[src/rtl/gsx_pkg.sv]
package gsx_pkg;
   localparam int REG_AW    = 4;
   localparam int REG_MODE  = 0;
   localparam int REG_EXP   = 1;
   localparam int REG_HOLD  = 2;
   localparam int REG_SOFF  = 3;
   localparam int REG_SWID  = 4;
   localparam int REG_LINES = 5;
   localparam int REG_PIX   = 6;
   localparam int REG_HBLK  = 7;
   localparam int REG_PER   = 8;

   localparam int MB_FREE   = 0;
   localparam int MB_FSRC   = 1;
   localparam int MB_SALLOW = 2;

   typedef enum logic [2:0] {
      PH_IDLE,
      PH_LEAD,
      PH_EXPO,
      PH_HOLD,
      PH_READ
   } gsx_phase_e;
endpackage

[src/rtl/gsx_sync.sv]
module gsx_sync #(
   parameter int STAGES = 2
) (
   input  logic clk,
   input  logic rst_n,
   input  logic async_i,
   output logic rise_o
);
   if (STAGES < 2) begin : g_bad_stages
      $error("gsx_sync: STAGES must be at least 2");
   end

   // chain[STAGES-1] is the synchronized level, chain[STAGES] its delayed copy
   logic [STAGES:0] chain;

   always_ff @(posedge clk or negedge rst_n) begin
      if (!rst_n) chain <= '0;
      else        chain <= {chain[STAGES-1:0], async_i};
   end

   assign rise_o = chain[STAGES-1] & ~chain[STAGES];
endmodule

[src/rtl/gsx_regs.sv]
module gsx_regs import gsx_pkg::*; #(
   parameter int CW = 16
) (
   input  logic              clk,
   input  logic              rst_n,
   input  logic              we_i,
   input  logic [REG_AW-1:0] addr_i,
   input  logic [CW-1:0]     wdata_i,
   input  logic              load_i,
   output logic              stg_free_o,
   output logic              stg_fsrc_o,
   output logic [CW-1:0]     stg_per_o,
   output logic              stg_lead_o,
   output logic              act_allow_o,
   output logic [CW-1:0]     act_exp_o,
   output logic [CW-1:0]     act_hold_o,
   output logic [CW-1:0]     act_soff_o,
   output logic [CW-1:0]     act_swid_o,
   output logic [CW-1:0]     act_lines_o,
   output logic [CW-1:0]     act_pix_o,
   output logic [CW-1:0]     act_hblk_o
);
   if (CW < 4) begin : g_bad_cw
      $error("gsx_regs: CW must be at least 4");
   end

   function automatic logic [CW-1:0] at_least_one(input logic [CW-1:0] v);
      return (v == '0) ? CW'(1) : v;
   endfunction

   logic [2:0] mode_q;
   logic       allow_q;

   always_ff @(posedge clk or negedge rst_n) begin
      if (!rst_n) mode_q <= '0;
      else if (we_i && addr_i == REG_AW'(REG_MODE)) mode_q <= wdata_i[2:0];
   end

   // staged copies, written at any time
   for (genvar i = REG_EXP; i <= REG_PER; i++) begin : g_stg
      logic [CW-1:0] q;
      always_ff @(posedge clk or negedge rst_n) begin
         if (!rst_n) q <= '0;
         else if (we_i && addr_i == REG_AW'(i)) q <= wdata_i;
      end
   end

   // working copies, refreshed only at a sequence start
   for (genvar i = REG_EXP; i <= REG_HBLK; i++) begin : g_act
      logic [CW-1:0] q;
      always_ff @(posedge clk or negedge rst_n) begin
         if (!rst_n)      q <= '0;
         else if (load_i) q <= g_stg[i].q;
      end
   end

   always_ff @(posedge clk or negedge rst_n) begin
      if (!rst_n)      allow_q <= 1'b0;
      else if (load_i) allow_q <= mode_q[MB_SALLOW];
   end

   assign stg_free_o  = mode_q[MB_FREE];
   assign stg_fsrc_o  = mode_q[MB_FSRC];
   assign stg_per_o   = at_least_one(g_stg[REG_PER].q);
   assign stg_lead_o  = g_stg[REG_SOFF].q[CW-1];
   assign act_allow_o = allow_q;
   assign act_exp_o   = at_least_one(g_act[REG_EXP].q);
   assign act_hold_o  = at_least_one(g_act[REG_HOLD].q);
   assign act_soff_o  = g_act[REG_SOFF].q;
   assign act_swid_o  = g_act[REG_SWID].q;
   assign act_lines_o = at_least_one(g_act[REG_LINES].q);
   assign act_pix_o   = at_least_one(g_act[REG_PIX].q);
   assign act_hblk_o  = g_act[REG_HBLK].q;
endmodule

[src/rtl/gsx_strobe.sv]
module gsx_strobe #(
   parameter int CW  = 16,
   parameter int TLW = CW + 3
) (
   input  logic [TLW-1:0] tl_i,
   input  logic           busy_i,
   input  logic [CW-1:0]  exp_len_i,
   input  logic [CW-1:0]  soff_i,
   input  logic [CW-1:0]  swid_i,
   input  logic           allow_i,
   output logic [CW:0]    lead_o,
   output logic           strobe_o
);
   if (TLW < CW + 3) begin : g_bad_tlw
      $error("gsx_strobe: TLW must be at least CW+3");
   end

   logic           neg;
   logic [CW:0]    off_x;
   logic [TLW-1:0] beg_t, end_raw, exp_end, end_t;

   always_comb begin
      neg     = soff_i[CW-1];
      off_x   = {soff_i[CW-1], soff_i};
      lead_o  = neg ? -off_x : '0;
      beg_t   = neg ? '0 : TLW'(soff_i);
      end_raw = beg_t + TLW'(swid_i);
      exp_end = TLW'(lead_o) + TLW'(exp_len_i);
      end_t   = (!allow_i && end_raw > exp_end) ? exp_end : end_raw;
   end

   assign strobe_o = busy_i && (tl_i >= beg_t) && (tl_i < end_t);
endmodule

[src/rtl/gsx_line_scan.sv]
module gsx_line_scan #(
   parameter int CW = 16
) (
   input  logic          clk,
   input  logic          rst_n,
   input  logic          run_i,
   input  logic [CW-1:0] lines_i,
   input  logic [CW-1:0] pix_i,
   input  logic [CW-1:0] hblk_i,
   output logic          hsync_o,
   output logic          last_o
);
   logic [CW:0]   period, pcnt;
   logic [CW-1:0] lcnt;
   logic          wrap;

   assign period  = {1'b0, pix_i} + {1'b0, hblk_i};
   assign wrap    = (pcnt == period - 1'b1);
   assign last_o  = run_i && wrap && (lcnt == lines_i - 1'b1);
   assign hsync_o = run_i && (pcnt < {1'b0, pix_i});

   always_ff @(posedge clk or negedge rst_n) begin
      if (!rst_n) begin
         pcnt <= '0;
         lcnt <= '0;
      end else if (!run_i) begin
         pcnt <= '0;
         lcnt <= '0;
      end else if (wrap) begin
         pcnt <= '0;
         lcnt <= lcnt + 1'b1;
      end else begin
         pcnt <= pcnt + 1'b1;
      end
   end
endmodule

[src/rtl/gsx_seq.sv]
module gsx_seq import gsx_pkg::*; #(
   parameter int CW          = 16,
   parameter int OVW         = 8,
   parameter int SYNC_STAGES = 2
) (
   input  logic              clk,
   input  logic              rst_n,
   input  logic              trig_i,
   input  logic              fsync_i,
   input  logic              cfg_we_i,
   input  logic [REG_AW-1:0] cfg_addr_i,
   input  logic [CW-1:0]     cfg_wdata_i,
   output logic              expo_o,
   output logic              exp_start_o,
   output logic              exp_stop_o,
   output logic              rd_xfer_o,
   output logic              vsync_o,
   output logic              hsync_o,
   output logic              strobe_o,
   output logic              busy_o,
   output logic              ovr_flag_o,
   output logic [OVW-1:0]    ovr_cnt_o
);
   localparam int TLW = CW + 3;

   if (OVW < 1) begin : g_bad_ovw
      $error("gsx_seq: OVW must be at least 1");
   end

   logic trig_rise, fs_rise;
   logic stg_free, stg_fsrc, stg_lead, act_allow;
   logic [CW-1:0] stg_per, act_exp, act_hold, act_soff, act_swid;
   logic [CW-1:0] act_lines, act_pix, act_hblk;
   logic [CW:0]   lead;
   logic [CW-1:0] per_cnt;
   logic          tick, start_ev, busy, load, scan_last, scan_hs, strb;

   gsx_phase_e     ph_q;
   logic [CW:0]    pcnt_q;
   logic [TLW-1:0] tl_q;
   logic           first_q;
   logic           ovr_flag_q;
   logic [OVW-1:0] ovr_cnt_q;

   gsx_sync #(.STAGES(SYNC_STAGES)) trig_sync_i (
      .clk(clk), .rst_n(rst_n), .async_i(trig_i), .rise_o(trig_rise));

   gsx_sync #(.STAGES(SYNC_STAGES)) fs_sync_i (
      .clk(clk), .rst_n(rst_n), .async_i(fsync_i), .rise_o(fs_rise));

   gsx_regs #(.CW(CW)) regs_i (
      .clk(clk), .rst_n(rst_n),
      .we_i(cfg_we_i), .addr_i(cfg_addr_i), .wdata_i(cfg_wdata_i), .load_i(load),
      .stg_free_o(stg_free), .stg_fsrc_o(stg_fsrc), .stg_per_o(stg_per),
      .stg_lead_o(stg_lead), .act_allow_o(act_allow),
      .act_exp_o(act_exp), .act_hold_o(act_hold), .act_soff_o(act_soff),
      .act_swid_o(act_swid), .act_lines_o(act_lines), .act_pix_o(act_pix),
      .act_hblk_o(act_hblk));

   // internal frame period for free-running mode
   always_ff @(posedge clk or negedge rst_n) begin
      if (!rst_n)                    per_cnt <= '0;
      else if (!stg_free)            per_cnt <= '0;
      else if (per_cnt >= stg_per - 1'b1) per_cnt <= '0;
      else                           per_cnt <= per_cnt + 1'b1;
   end

   assign tick     = stg_free && (per_cnt >= stg_per - 1'b1);
   assign start_ev = stg_free ? tick : (stg_fsrc ? fs_rise : trig_rise);
   assign busy     = (ph_q != PH_IDLE);
   assign load     = start_ev && !busy;

   always_ff @(posedge clk or negedge rst_n) begin
      if (!rst_n) begin
         ph_q    <= PH_IDLE;
         pcnt_q  <= '0;
         tl_q    <= '0;
         first_q <= 1'b0;
      end else begin
         first_q <= 1'b0;
         pcnt_q  <= pcnt_q + 1'b1;
         if (busy && tl_q != '1) tl_q <= tl_q + 1'b1;
         unique case (ph_q)
            PH_IDLE: if (start_ev) begin
               ph_q    <= stg_lead ? PH_LEAD : PH_EXPO;
               pcnt_q  <= '0;
               tl_q    <= '0;
               first_q <= 1'b1;
            end
            PH_LEAD: if (pcnt_q == lead - 1'b1) begin
               ph_q    <= PH_EXPO;
               pcnt_q  <= '0;
               first_q <= 1'b1;
            end
            PH_EXPO: if (pcnt_q == {1'b0, act_exp} - 1'b1) begin
               ph_q    <= PH_HOLD;
               pcnt_q  <= '0;
               first_q <= 1'b1;
            end
            PH_HOLD: if (pcnt_q == {1'b0, act_hold} - 1'b1) begin
               ph_q    <= PH_READ;
               pcnt_q  <= '0;
               first_q <= 1'b1;
            end
            PH_READ: if (scan_last) begin
               ph_q   <= PH_IDLE;
               pcnt_q <= '0;
            end
            default: ph_q <= PH_IDLE;
         endcase
      end
   end

   always_ff @(posedge clk or negedge rst_n) begin
      if (!rst_n) begin
         ovr_flag_q <= 1'b0;
         ovr_cnt_q  <= '0;
      end else if (start_ev && busy) begin
         ovr_flag_q <= 1'b1;
         if (ovr_cnt_q != '1) ovr_cnt_q <= ovr_cnt_q + 1'b1;
      end
   end

   gsx_line_scan #(.CW(CW)) scan_i (
      .clk(clk), .rst_n(rst_n), .run_i(ph_q == PH_READ),
      .lines_i(act_lines), .pix_i(act_pix), .hblk_i(act_hblk),
      .hsync_o(scan_hs), .last_o(scan_last));

   gsx_strobe #(.CW(CW), .TLW(TLW)) strobe_i (
      .tl_i(tl_q), .busy_i(busy), .exp_len_i(act_exp), .soff_i(act_soff),
      .swid_i(act_swid), .allow_i(act_allow), .lead_o(lead), .strobe_o(strb));

   assign expo_o      = (ph_q == PH_EXPO);
   assign exp_start_o = (ph_q == PH_EXPO) && first_q;
   assign exp_stop_o  = (ph_q == PH_HOLD) && first_q;
   assign rd_xfer_o   = (ph_q == PH_READ) && first_q;
   assign vsync_o     = (ph_q == PH_READ);
   assign hsync_o     = scan_hs;
   assign strobe_o    = strb;
   assign busy_o      = busy;
   assign ovr_flag_o  = ovr_flag_q;
   assign ovr_cnt_o   = ovr_cnt_q;
endmodule

[config.mk]
export PLATFORM = sky130hd
export DESIGN_NAME = gsx_seq
export DESIGN_NICKNAME = d
export VERILOG_FILES = /design/src/rtl/gsx_pkg.sv /design/src/rtl/gsx_sync.sv /design/src/rtl/gsx_regs.sv /design/src/rtl/gsx_strobe.sv /design/src/rtl/gsx_line_scan.sv /design/src/rtl/gsx_seq.sv
export SDC_FILE = /design/constraint.sdc
export NUM_CORES = 1
export LEC_CHECK = 0
export ABC_AREA = 1
export ABC_CLOCK_PERIOD_IN_PS = 6000
export BUFFER_PORTS_ARGS = -buffer_cell sky130_fd_sc_hd__clkbuf_2
export CAP_MARGIN = 20
export CORE_UTILIZATION = 58
export CTS_CLUSTER_SIZE = 10
export DETAILED_ROUTE_END_ITERATION = 16
export GPL_TIMING_DRIVEN = 0
export HOLD_SLACK_MARGIN = 0.06
export PLACE_DENSITY_LB_ADDON = 0.1
export SLEW_MARGIN = 20
export SYNTH_ARGS = -nofsm -noshare
export SYNTH_HDL_FRONTEND = slang
export SYNTH_HIERARCHICAL = 1
export SYNTH_SLANG_ARGS = --single-unit
[constraint.sdc]
create_clock -name clk -period 6 [get_ports clk]
set_clock_uncertainty 0.15 [all_clocks]
set_input_delay 0.9 -clock clk [delete_from_list [all_inputs] [get_ports clk]]
set_output_delay 0.9 -clock clk [all_outputs]
set_load 0.01 [all_outputs]
Word-level counts from Yosys, hierarchy flattened
Cells that the tools add are included.
{"block": "op_classes", "n_lt_le_gt_ge": 5, "reduce_logical": 34, "bitwise_logic": 4, "n_eq_ne": 25, "add_sub_neg": 16, "mux": 37}
{"cell": "$mux 16", "n": 9}
{"cell": "$mux 17", "n": 8}
{"cell": "$pmux 17 s5", "n": 1}
{"cell": "$logic_not 16->1", "n": 5}
{"cell": "$mux 19", "n": 4}
{"cell": "$eq 17x17->1", "n": 4}
{"cell": "$add 17x1->17 const B", "n": 2}
{"cell": "$sub 16x1->17 const B", "n": 2}
{"cell": "$sub 17x1->17 const B", "n": 2}
{"cell": "$add 16x1->16 const B", "n": 2}
{"cell": "$sub 16x1->16 const B", "n": 2}
{"cell": "$logic_and 1x1->1", "n": 22}
{"cell": "$add 19x1->19 const B", "n": 1}
{"cell": "$add 19x16->19", "n": 1}
{"cell": "$ge 19x19->1", "n": 1}
{"cell": "$gt 19x19->1", "n": 1}
{"cell": "$lt 19x19->1", "n": 1}
{"cell": "$ne 19x19->1 const B", "n": 1}
{"cell": "$add 17x16->18", "n": 1}
{"cell": "$add 16x16->17", "n": 1}
{"cell": "$lt 17x16->1", "n": 1}
{"cell": "$neg 17->17", "n": 1}
{"cell": "$eq 16x16->1", "n": 1}
{"cell": "$eq 4x3->1 const B", "n": 4}
{"cell": "25 further kinds", "n": 43}
{"block": "word_totals", "ff_bits": 348, "input_bits": 25, "output_inout_bits": 17, "wordCells": 149}

Depth between registers and ports, before layout
Gate-level depths: netlist of run 1.
{"block": "depth", "word_depth": 9, "ltp_mapped": 38, "mapped_depth_nobuf": 37}

By module
Netlist of run 1, hierarchy kept.
{"mod": "gsx_regs", "seq_area_each_um2": 6105.9, "area_each_um2": 9750.6, "cells_each": 911, "instances": 1}
{"mod": "gsx_seq", "seq_area_each_um2": 1626.6, "area_each_um2": 6328.6, "cells_each": 990, "instances": 1}
{"mod": "gsx_line_scan", "seq_area_each_um2": 825.8, "area_each_um2": 4508.1, "cells_each": 684, "instances": 1}
{"mod": "gsx_strobe", "seq_area_each_um2": 0.0, "area_each_um2": 3195.6, "cells_each": 518, "instances": 1}
{"mod": "gsx_sync", "seq_area_each_um2": 75.1, "area_each_um2": 85.1, "cells_each": 5, "instances": 2}

Least setup slack after synthesis of run 1
Ideal clock, no wire load.
{"block": "synth_timing", "kind": "register -> output", "start": "reg regs_i.g_act[3].q[0] (netlist: regs_i/act_soff_o[0])", "end": "out strobe_o", "n_path_buf": 1, "t_arrival_ns": 4.863, "path_slack_ns": 0.087, "required_time_ns": 4.950, "stages_incl_launch_ff": 37, "path_cell_list": "dfrtp_1 -> inv_2 -> ha_1 -> nand3_2 -> nor2_1 -> nand2_1 -> nor2_1 -> nand3_1 -> nor3_2 -> a31oi_1 -> nor3_1 -> ha_1 -> a21oi_1 -> o31ai_1 -> a21oi_1 -> nand2_1 -> xor2_1 -> ha_1 -> nand2_1 -> nor2_1 -> nand2_1 -> nor2_1 -> nand3_1 -> nand3_1 -> nand2_1 -> inv_1 -> buf_2 -> nand2_1 -> o21ai_0 -> ha_1 -> a21oi_1 -> nor2_1 -> a211oi_1 -> a21oi_1 -> a211oi_1 -> nand2_1 -> nor2_1"}
{"block": "synth_between", "elab_chain_cells": 8, "elab_cells_between_ends": 12, "cone_classes": "add/sub (3); order compare (3); mux (3); reduce/logical (3)"}
{"element": "start, declared", "line_no": "gsx_regs.sv:50", "source": "logic [CW-1:0] q;"}
{"element": "start signal, assigned", "line_no": "gsx_regs.sv:53", "source": "else if (load_i) q <= g_stg[i].q;"}
{"element": "$neg 17->17 (*)", "line_no": "gsx_strobe.sv:25", "source": "lead_o = neg ? -off_x : '0;"}
{"element": "$mux 17 (*)", "line_no": "gsx_strobe.sv:25"}
{"element": "net lead[14]", "line_no": "gsx_seq.sv:34", "source": "logic [CW:0] lead;"}
{"element": "$add 17x16->18 (*)", "line_no": "gsx_strobe.sv:28", "source": "exp_end = TLW'(lead_o) + TLW'(exp_len_i);"}
{"element": "$gt 19x19->1", "line_no": "gsx_strobe.sv:29", "source": "end_t = (!allow_i && end_raw > exp_end) ? exp_end : end_raw;"}
{"element": "$logic_and 1x1->1", "line_no": "gsx_strobe.sv:29"}
{"element": "$mux 19 (*)", "line_no": "gsx_strobe.sv:29"}
{"element": "$lt 19x19->1 (*)", "line_no": "gsx_strobe.sv:32", "source": "assign strobe_o = busy_i && (tl_i >= beg_t) && (tl_i < end_t);"}
{"element": "$logic_and 1x1->1 (*)", "line_no": "gsx_strobe.sv:32"}
{"element": "end, declared", "line_no": "gsx_seq.sv:19", "source": "output logic strobe_o,"}
Mark *: on every way through the listed nets, which the timed path passes. The rest lies on a longest branch.

Worst setup path in the final report of run 1
Same ends and word-level chain as after synthesis.

==> reports/results.ini, run 1 <==
[run_status]
status = finished, violations left
violations = setup timing

[detailed_routing]
via_per_inst = 5.42
drt_wl_total_mm = 62.4
drtIter0Drc = 1385
drc_errors = 0
vias = 20500
firstDrtPassIters = 6
drtAntennaViolNets = 0
wl_per_cell_um = 16.5

[critical_path]
crit_type = register to output pin
cp-end-kind = output pin
critPathSlowestCell = dfrtp_1
crit_path_start_kind = register
cp_slowest_stage_delay_ns = 0.39
crit_arrival_ns = 6.08
crit_fanout = 8
cp.required_ns = 4.95
crit_path_frequent_cell = nand2_2

[clock_tree]
cts-root-buf = clkbuf_16
cts-buffers-inserted = 43
htree_levels = 2
cts_tree = done
clock_path_buffers = 3
cts_sinks = 348
path_clk_slew_ns = 0.05
clock_latency_ns = 0.58

[place]
io_buffers = 41
gp_congestion = 0.911
dp_hpwl_mm = 47.8

[timing]
fin_ws_ns = -1.13
rsz0062_at_grt = true
hold_ws_ns = 0.197
drv_slew = 0
maxSlewHeadroom = 0.548
worst_slew_pin_slew_ns = 0.671
timing.final.crit_share = 1.19
final_hold_viol_count = 0
fmax_ghz = 0.140
finalSetupViolations = 1
min_period_ns = 7.13

[power]
power_mw = 5.67
ir_drop_v = 0.000183
p_leak_nw = 14.1
power-per-cell-area_mw_per_mm2 = 212

[grt]
grtUsageTotal = 0.304
grt_pass1_vias = 19600
grt_antenna_before_repair = 0
grt_overflow = 0
grt_first_pass_wirelength_mm = 101
grt_max_degree = 92

[synth]
synth_top_area_share = 0.364
synth_area_leaders = dfrtp_1, nand2_1, ha_1, inv_1, mux2_2
ys_warn_count = 6
ys_types = 57
ys_seq_elements = 348
synth_ff_type = dfrtp_1
syn_nets = 3295
synth_edf_count = 0
yosys.cell_count.top_type = nand2_1
synth_cells = 3113
postSynthAreaPerCell_um2 = 7.69
yosysSeqAreaShare = 0.364
netlist_top_cells_count = nand2_1, inv_1, dfrtp_1
syn-cell-area_mm2 = 0.0240
async_flop_share = 1.00
yosys.area.top_type = dfrtp_1

[die]
core_mm2 = 0.0407
rows = 74
die_h_um = 205
pin_count = 42
initial_core_util = 0.588
die_w_um = 205
dieArea_mm2 = 0.0421

[cells_and_area]
final_nets = 3414
filler_cell_count = 3524
synthToLayoutAreaGrowth_pct = 11.5
final_layout_size_suffix_gt1_frac = 0.145
insertedDiodeCount = 0

[hold_path]
hold_class = register to register

[job]
maxCapViolCount = 0

[cells by family (layout without fill, tap and decap cells)]
| logic type | count (synthesis) | count (layout) | synth area share |
|---|---|---|---|
| adder cells (fa/ha/maj) | 157 | 157 | 0.0830 |
| buffers and inverters | 572 | 708 | 0.0951 |
| XOR/XNOR | 179 | 179 | 0.0658 |
| AO/OA/AOI/OAI | 321 | 321 | 0.0728 |
| other | 2 | 2 | 0.000314 |
| multiplexers | 109 | 109 | 0.0512 |
| flip-flops | 348 | 348 | 0.364 |
| AND/OR/NAND/NOR | 1425 | 1425 | 0.268 |
[sequential cells by signal (all words and copies together) (netlist names)]
register	cells
regs_i/act_swid_o	16
trig_sync_i/chain	3
ovr_flag_o	1
first_q	1
ph_q	3
pcnt_q	17
regs_i/act_soff_o	16
regs_i/g_stg.q	128
ovr_cnt_o	8
regs_i/mode_q	3
fs_sync_i/chain	3
scan_i/lcnt	16
regs_i/g_act.q	64
tl_q	19
regs_i/act_allow_o	1
per_cnt	16
scan_i/pcnt	17
regs_i/act_hblk_o	16
[final timing paths]
check                                      start  slack, ns  cells past startpoint                    end
min in group asynchronous                  rst_n       0.59                      2             pcnt_q[13]
max reg2reg                regs_i/g_stg[8].q[15]       0.48                     26  regs_i/g_act[1].q[13]
min reg2reg                   fs_sync_i/chain[0]       0.20                      0     fs_sync_i/chain[1]
min                           fs_sync_i/chain[0]       0.20                      0     fs_sync_i/chain[1]
max in group asynchronous                  rst_n       3.14                      6             per_cnt[1]
max                         regs_i/act_soff_o[0]      -1.13                     37               strobe_o
[through the flow]
step | setup slack (ns) | setup TNS, ns | instance area [µm²] | std cells | util
finish | -1.13 | -1.13 | 26700 | 3781 | 0.656
global route | -1.54 | -1.54 | 26700 | 3781 | 0.656
CTS | -1.20 | -1.20 | 26600 | 3777 | 0.653
detailed placement | -1.09 | -1.09 | 24900 | 3690 | 0.612
global placement | -3.73 | -1278.96 | 24800 | 3686 | 0.609
floorplan | 0.0866 | 0 | 24000 | 3113 | -
[timing repair]
| item | 4_1_cts | 5_1_grt |
|---|---|---|
| resized for setup | 45 | 17 |
| buffers inserted | 24 | 4 |
| hold endpoints to repair | 16 | 0 |
| hold buffers | 1 | 0 |
| pin swaps | 33 | 15 |
| endpoints found under the setup margin | 1 | 23 |
[routing by layer]
layer	track usage	vias up	wire length (µm)
li1	-	10100	-
met1	0.409	9783	27800
met2	0.503	465	29600
met3	0.0336	107	2930
met4	0.114	0	2070
met5	0	-	0
[report_power, final]
group	switching [mW]	internal, mW
Clock	0.996	1.43
Sequential	0.144	2.55
Combinational	0.344	0.201
Total	1.48	4.18
[worst max-delay path, delay by kind of cell, from the launching register on]
kind,cells,cell delay [ns]
AOI/OAI and AO/OA,8,1.31
xor gates and xnor gates,1,0.24
adders and majority gates,4,1.11
buffers and inverters,6,0.70
DFF,1,0.39
and+or+nand+nor,18,1.77
[cell type report]
type / instances / area, µm² / area share
Timing Repair Buffer: 74 / 544 / 0.0204
Buffer: 143 / 688 / 0.0258
Inverter: 429 / 1610 / 0.0603
Sequential cell: 348 / 8710 / 0.326
Clock inverter: 6 / 95.1 / 0.00356
Multi-Input combinational cell: 2193 / 13200 / 0.494
Clock buffer: 56 / 1190 / 0.0447
Tap cell: 532 / 666 / 0.0249
[cells in the final DEF, fill, tap and decap left out, types with 26 or more instances in the layout]
master     Yosys  routed
clkbuf_16      0      43
nand2_1      743     738
dfrtp_1      348     348
nand4_1       55      55
buf_2         30      28
ha_1         154     150
nand2_2       22      27
mux2_2       109     109
nor2_1       284     273
xor2_1       109     109
a21oi_1       87      82
nand3_1      166     164
o21ai_1       51      54
clkbuf_1      90      95
nor2_2        18      26
nor3_1        42      33
inv_1        411     409
o21ai_0      136     133
xnor2_1       69      69
buf_4          8      36
clkbuf_2       6      46
Note: power is estimated with default switching activity, not from simulation.
==> run 2, diff against run 1 <==
- CTS_CLUSTER_SIZE: 10 -> default
- SKIP_CTS_REPAIR_TIMING: default -> 1
==> run 2 against run 1 <==
  * The run still ends with setup timing left
  * Setup slack lost 0.14 ns
  * Clock power about the same
  * Core utilization hardly changed
  * Worst hold slack better by 0.018 ns
  * Clock-buffer cell count fell by 11
  * Wire length down 0.30%
  * Sequential share of layout area about the same
  * Combinational power hardly changed
  * Via count fell by 0.26%
  * Non-clock buffer count is 12 lower
  * Final area is essentially flat
  * Flip-flop and latch count stayed put
==> reports/results.ini, run 2 (synthesis gave the netlist of run 1 again) <==
[run_status]
status = finished, violations left  ; unchanged
violations = setup timing  ; unchanged

[power]
power-per-cell-area_mw_per_mm2 = 214  ; was 212 mW/mm²
ir_drop_v = 0.000184  ; was 0.000183 V
p_leak_nw = 14.1  ; about the same

[critical_path]
crit_path_start_kind = register  ; unchanged
r2r_cells = 26  ; unchanged
crit_fanout = 10  ; was 8
cp.required_ns = 4.95  ; about the same
crit_type = register to output pin  ; unchanged
cp-end-kind = output pin  ; unchanged
crit_path_frequent_cell = nand2_1  ; was nand2_2
crit_arrival_ns = 6.22  ; was 6.08 ns
critPathSlowestCell = dfrtp_1  ; unchanged
cp_slowest_stage_delay_ns = 0.41  ; was 0.39 ns

[clock_tree]
path_clk_slew_ns = 0.06  ; was 0.05 ns
cts_sinks = 348  ; unchanged
clock_path_buffers = 3  ; unchanged
htree_levels = 2  ; unchanged
cts-root-buf = clkbuf_16  ; unchanged
clock_latency_ns = 0.57  ; was 0.58 ns
cts_tree = done  ; unchanged
cts-buffers-inserted = 39  ; was 43

[die]
die_w_um = 205  ; unchanged
die_h_um = 205  ; unchanged
initial_core_util = 0.588  ; unchanged
pin_count = 42  ; unchanged
rows = 74  ; unchanged
core_mm2 = 0.0407  ; unchanged
dieArea_mm2 = 0.0421  ; unchanged

[timing]
drv_slew = 0  ; unchanged
setup_tns_ns = -1.27  ; was -1.13 ns
maxSlewHeadroom = 0.507  ; was 0.548
finalSetupViolations = 1  ; unchanged
fin_ws_ns = -1.27  ; was -1.13 ns
min_period_ns = 7.27  ; was 7.13 ns
rsz0062_at_grt = true  ; unchanged
final_hold_viol_count = 0  ; unchanged
timing.final.crit_share = 1.21  ; was 1.19
fmax_ghz = 0.138  ; was 0.140 GHz
worst_slew_pin_slew_ns = 0.731  ; was 0.671 ns

[place]
io_buffers = 41  ; unchanged
gp_congestion = 0.911  ; unchanged
dp_slack_ns = -1.09  ; unchanged
dpl.cell_count = 3690  ; unchanged
dp_hpwl_mm = 47.8  ; unchanged

[detailed_routing]
vias = 20400  ; was 20500
firstDrtPassIters = 6  ; unchanged
drtIter0Drc = 1528  ; was 1385
via_per_inst = 5.41  ; was 5.42
drtAntennaViolNets = 0  ; unchanged
drt_wl_total_mm = 62.2  ; was 62.4 mm
wl_per_cell_um = 16.5  ; about the same
drc_errors = 0  ; unchanged

[grt]
grt_max_degree = 92  ; unchanged
grt_first_pass_wirelength_mm = 99.9  ; was 101 mm
grt_pass1_vias = 19300  ; was 19600
grtUsageTotal = 0.300  ; was 0.304
grt_overflow = 0  ; unchanged
grt_antenna_before_repair = 0  ; unchanged

[cells_and_area]
final_layout_size_suffix_gt1_frac = 0.146  ; was 0.145
insertedDiodeCount = 0  ; unchanged
largest_reg_flops = 128  ; unchanged
top_regs = regs_i/g_stg.q: 128 flops, regs_i/g_act.q: 64 flops, tl_q: 19 flops  ; unchanged
final_cell_mix = nand2_1, inv_1, dfrtp_1  ; unchanged
synthToLayoutAreaGrowth_pct = 11.5  ; about the same
final_nets = 3398  ; was 3414
fin_cells = 3778  ; was 3781
max_flop_register = regs_i/g_stg.q  ; unchanged
layout_commonest_cell = nand2_1  ; unchanged

[hold_path]
hold_class = register to register  ; unchanged
hold_path_depth = 0  ; unchanged

[job]
maxCapViolCount = 0  ; unchanged

==> run 2: per-layer routing <==
metal  routed length [µm]  vias to the layer above  share of wire  global-route usage
met3                 2940                       96          0.047              0.0320
met2                29600                      482           0.48               0.499
met1                27900                     9738           0.45               0.408
li1                     -                    10100              -                   -
met5                    0                        -              0                   0
met4                 1790                        0          0.029               0.106
==> run 2: metrics by stage <==
stage / power [mW] / hold WS (ns) / area (µm²) / utilization
final: 5.70 / 0.214 / 26700 / 0.656
after global routing: 5.94 / 0.223 / 26700 / 0.656
after detailed placement: 3.27 / 0.186 / 24900 / 0.612
after floorplan: 3.03 / 0.181 / 24000 / -
after global placement: 3.23 / 0.182 / 24800 / 0.609
after CTS: 5.74 / 0.0250 / 26300 / 0.645
==> run 2: report_power, final <==
part	internal (mW)	total, mW	leakage (nW)	switching [mW]
combinational	0.201	0.545	8.81	0.344
sequential	2.55	2.70	4.63	0.146
clock	1.41	2.46	0.613	1.06
==> run 2: worst paths after layout <==
check,start,endpoint,slack (ns)
setup / recovery,regs_i/act_soff_o[0],strobe_o,-1.27
hold / removal,fs_sync_i/chain[0],fs_sync_i/chain[1],0.21
setup reg to reg,regs_i/g_stg[8].q[15],regs_i/g_act[1].q[14],0.45
hold reg to reg,fs_sync_i/chain[0],fs_sync_i/chain[1],0.21
max in group asynchronous,rst_n,per_cnt[11],3.13
min in group asynchronous,rst_n,pcnt_q[8],0.61
==> run 2: area by class of cell <==
| type | count | area [µm²] |
|---|---|---|
| Buffer | 143 | 689 |
| Clock buffer | 45 | 1050 |
| Clock inverter | 26 | 277 |
| Fill cell | 3513 | 14000 |
| Inverter | 429 | 1610 |
| Multi-Input combinational cell | 2193 | 13300 |
| Sequential cell | 348 | 8710 |
| Tap cell | 532 | 666 |
| Timing Repair Buffer | 62 | 452 |
==> run 2: critical path: cells and delay by family (launching register included) <==
family	cells	cell delay [ns]
AO/OA/AOI/OAI	8	1.46
XOR/XNOR	1	0.20
adder cells (fa/ha/maj)	4	1.06
buffers and inverters	6	0.71
flip-flops	1	0.41
AND/OR/NAND/NOR	17	1.82
==> run 3, diff against run 2 <==
- SKIP_LAST_GASP: default -> 1
==> run 3 against run 2 <==
  * The run still ends with setup timing left
  * Wire length hardly changed
  * Sequential power about the same
  * Clock-buffer cell count did not move
  * Combinational power barely moved
==> reports/results.ini, run 3 (synthesis gave the netlist of run 1 again) <==
[cells_and_area]
layout_commonest_cell = nand2_1  ; unchanged
top_regs = regs_i/g_stg.q: 128 flops, regs_i/g_act.q: 64 flops, tl_q: 19 flops  ; unchanged
largest_reg_flops = 128  ; unchanged
insertedDiodeCount = 0  ; unchanged
final_cell_mix = nand2_1, inv_1, dfrtp_1  ; unchanged
final_util = 0.655  ; was 0.656
fin_cells = 3778  ; unchanged
synthToLayoutAreaGrowth_pct = 11.5  ; about the same
final_layout_size_suffix_gt1_frac = 0.146  ; unchanged
final_nets = 3398  ; unchanged
design_area_mm2 = 0.0267  ; about the same
max_flop_register = regs_i/g_stg.q  ; unchanged

[power]
switching_share = 0.271  ; about the same
p_comb_frac = 0.096  ; about the same
sequentialPowerShare = 0.473  ; about the same
intPower_mw = 4.16  ; about the same
power-per-cell-area_mw_per_mm2 = 214  ; about the same
ir_drop_v = 0.000184  ; about the same
p_switching_mw = 1.55  ; about the same
p_leak_nw = 14.1  ; about the same
p_clk_frac = 0.432  ; about the same

[die]
initial_core_util = 0.588  ; unchanged
die_w_um = 205  ; unchanged
die_h_um = 205  ; unchanged
core_mm2 = 0.0407  ; unchanged
pin_count = 42  ; unchanged
rows = 74  ; unchanged
dieArea_mm2 = 0.0421  ; unchanged

[critical_path]
crit_type = register to output pin  ; unchanged
path_buf_inv = 4  ; was 6
critical-path-top-delay-family = simple AND/OR/NAND/NOR gates  ; unchanged
cp.required_ns = 4.95  ; about the same
crit_arrival_ns = 6.21  ; was 6.22 ns
crit_path_frequent_cell = nand2_1  ; unchanged
critPathSlowestCell = dfrtp_1  ; unchanged
crit_path_start_kind = register  ; unchanged
crit_fanout = 10  ; unchanged
r2r_cells = 26  ; unchanged
cp-end-kind = output pin  ; unchanged
cp_slowest_stage_delay_ns = 0.41  ; about the same
crit_cells = 36  ; unchanged

[grt]
grt_antenna_before_repair = 0  ; unchanged
grtUsageTotal = 0.300  ; unchanged
grt_max_degree = 92  ; unchanged
grt_pass1_vias = 19300  ; unchanged
grt_overflow = 0  ; unchanged
grt_first_pass_wirelength_mm = 99.9  ; unchanged

[clock_tree]
path_clk_slew_ns = 0.06  ; about the same
cts_sinks = 348  ; unchanged
htree_levels = 2  ; unchanged
cts_tree = done  ; unchanged
cts-root-buf = clkbuf_16  ; unchanged
clock_path_buffers = 3  ; unchanged
clock_latency_ns = 0.57  ; about the same
cts-buffers-inserted = 39  ; unchanged

[detailed_routing]
vias = 20400  ; about the same
wl_per_cell_um = 16.5  ; about the same
firstDrtPassIters = 6  ; unchanged
via_per_inst = 5.41  ; about the same
drtAntennaViolNets = 0  ; unchanged
drt_wl_total_mm = 62.2  ; about the same
drc_errors = 0  ; unchanged
drtIter0Drc = 1529  ; was 1528

[timing]
fin_ws_ns = -1.26  ; was -1.27 ns
final_hold_viol_count = 0  ; unchanged
worst_slew_pin_slew_ns = 0.731  ; unchanged
fmax_ghz = 0.138  ; about the same
drv_slew = 0  ; unchanged
min_period_ns = 7.26  ; was 7.27 ns
finalSetupViolations = 1  ; unchanged
hold_ws_ns = 0.214  ; about the same
timing.final.crit_share = 1.21  ; about the same
maxSlewHeadroom = 0.507  ; unchanged
rsz0062_at_grt = true  ; unchanged

[place]
dp_slack_ns = -1.09  ; unchanged
io_buffers = 41  ; unchanged
gp_congestion = 0.911  ; unchanged
dpl.cell_count = 3690  ; unchanged
placed_area_mm2 = 0.0249  ; unchanged
dp_hpwl_mm = 47.8  ; unchanged

[hold_path]
hold_class = register to register  ; unchanged
hold_path_depth = 0  ; unchanged

[job]
maxCapViolCount = 0  ; unchanged

[run_status]
violations = setup timing  ; unchanged
status = finished, violations left  ; unchanged

run 3: cell count changes in the layout (fill, tap and decap cells not counted):
cell,change
nand2_2,+1
nand2_4,-1
run 3: area by class of cell:
cell class / instances / area, µm²
Tap cell: 532 / 666
Sequential cell: 348 / 8710
Timing Repair Buffer: 62 / 452
Buffer: 143 / 689
Multi-Input combinational cell: 2193 / 13200
Clock inverter: 26 / 277
Fill cell: 3517 / 14000
Clock buffer: 45 / 1050
Inverter: 429 / 1610
run 3: power by group through the flow:
stage	logic, mW	registers (mW)	clock network, mW
6_report	0.545	2.70	2.46
5_1_grt	0.633	2.72	2.59
4_1_cts	0.549	2.69	2.50
3_5_place_dp	0.542	2.73	0
3_3_place_gp	0.509	2.72	0
2_1_floorplan	0.347	2.69	0
run 3: final timing paths:
check,startpoint,end,slack (ns)
max reg2reg,regs_i/g_stg[8].q[15],regs_i/g_act[1].q[14],0.45
max,regs_i/act_soff_o[0],strobe_o,-1.26
min,fs_sync_i/chain[0],fs_sync_i/chain[1],0.21
min in group asynchronous,rst_n,pcnt_q[8],0.61
min reg2reg,fs_sync_i/chain[0],fs_sync_i/chain[1],0.21
max in group asynchronous,rst_n,per_cnt[11],3.13
run 3: worst reg2reg max path, delay by kind of cell (launching register included):
| family | cells | cell delay, ns |
|---|---|---|
| XOR/XNOR | 1 | 0.11 |
| adder cells (fa/ha/maj) | 1 | 0.30 |
| buffers and inverters | 6 | 1.30 |
| flip-flops | 1 | 0.40 |
| multiplexers | 1 | 0.37 |
| AND/OR/NAND/NOR | 17 | 2.81 |
run 3: per-layer routing:
| layer | track usage | vias to the layer above | share of wire |
|---|---|---|---|
| met5 | 0 | - | 0 |
| met4 | 0.106 | 0 | 0.029 |
| met3 | 0.0320 | 99 | 0.047 |
| met2 | 0.499 | 488 | 0.48 |
| met1 | 0.408 | 9722 | 0.45 |
| li1 | - | 10100 | - |
run 3: through the flow:
step                total power, mW  TNS (ns)
finish                         5.70     -1.26
global route                   5.94     -1.64
CTS                            5.74     -1.74
detailed placement             3.27     -1.09
global placement               3.23  -1278.96
floorplan                      3.03         0
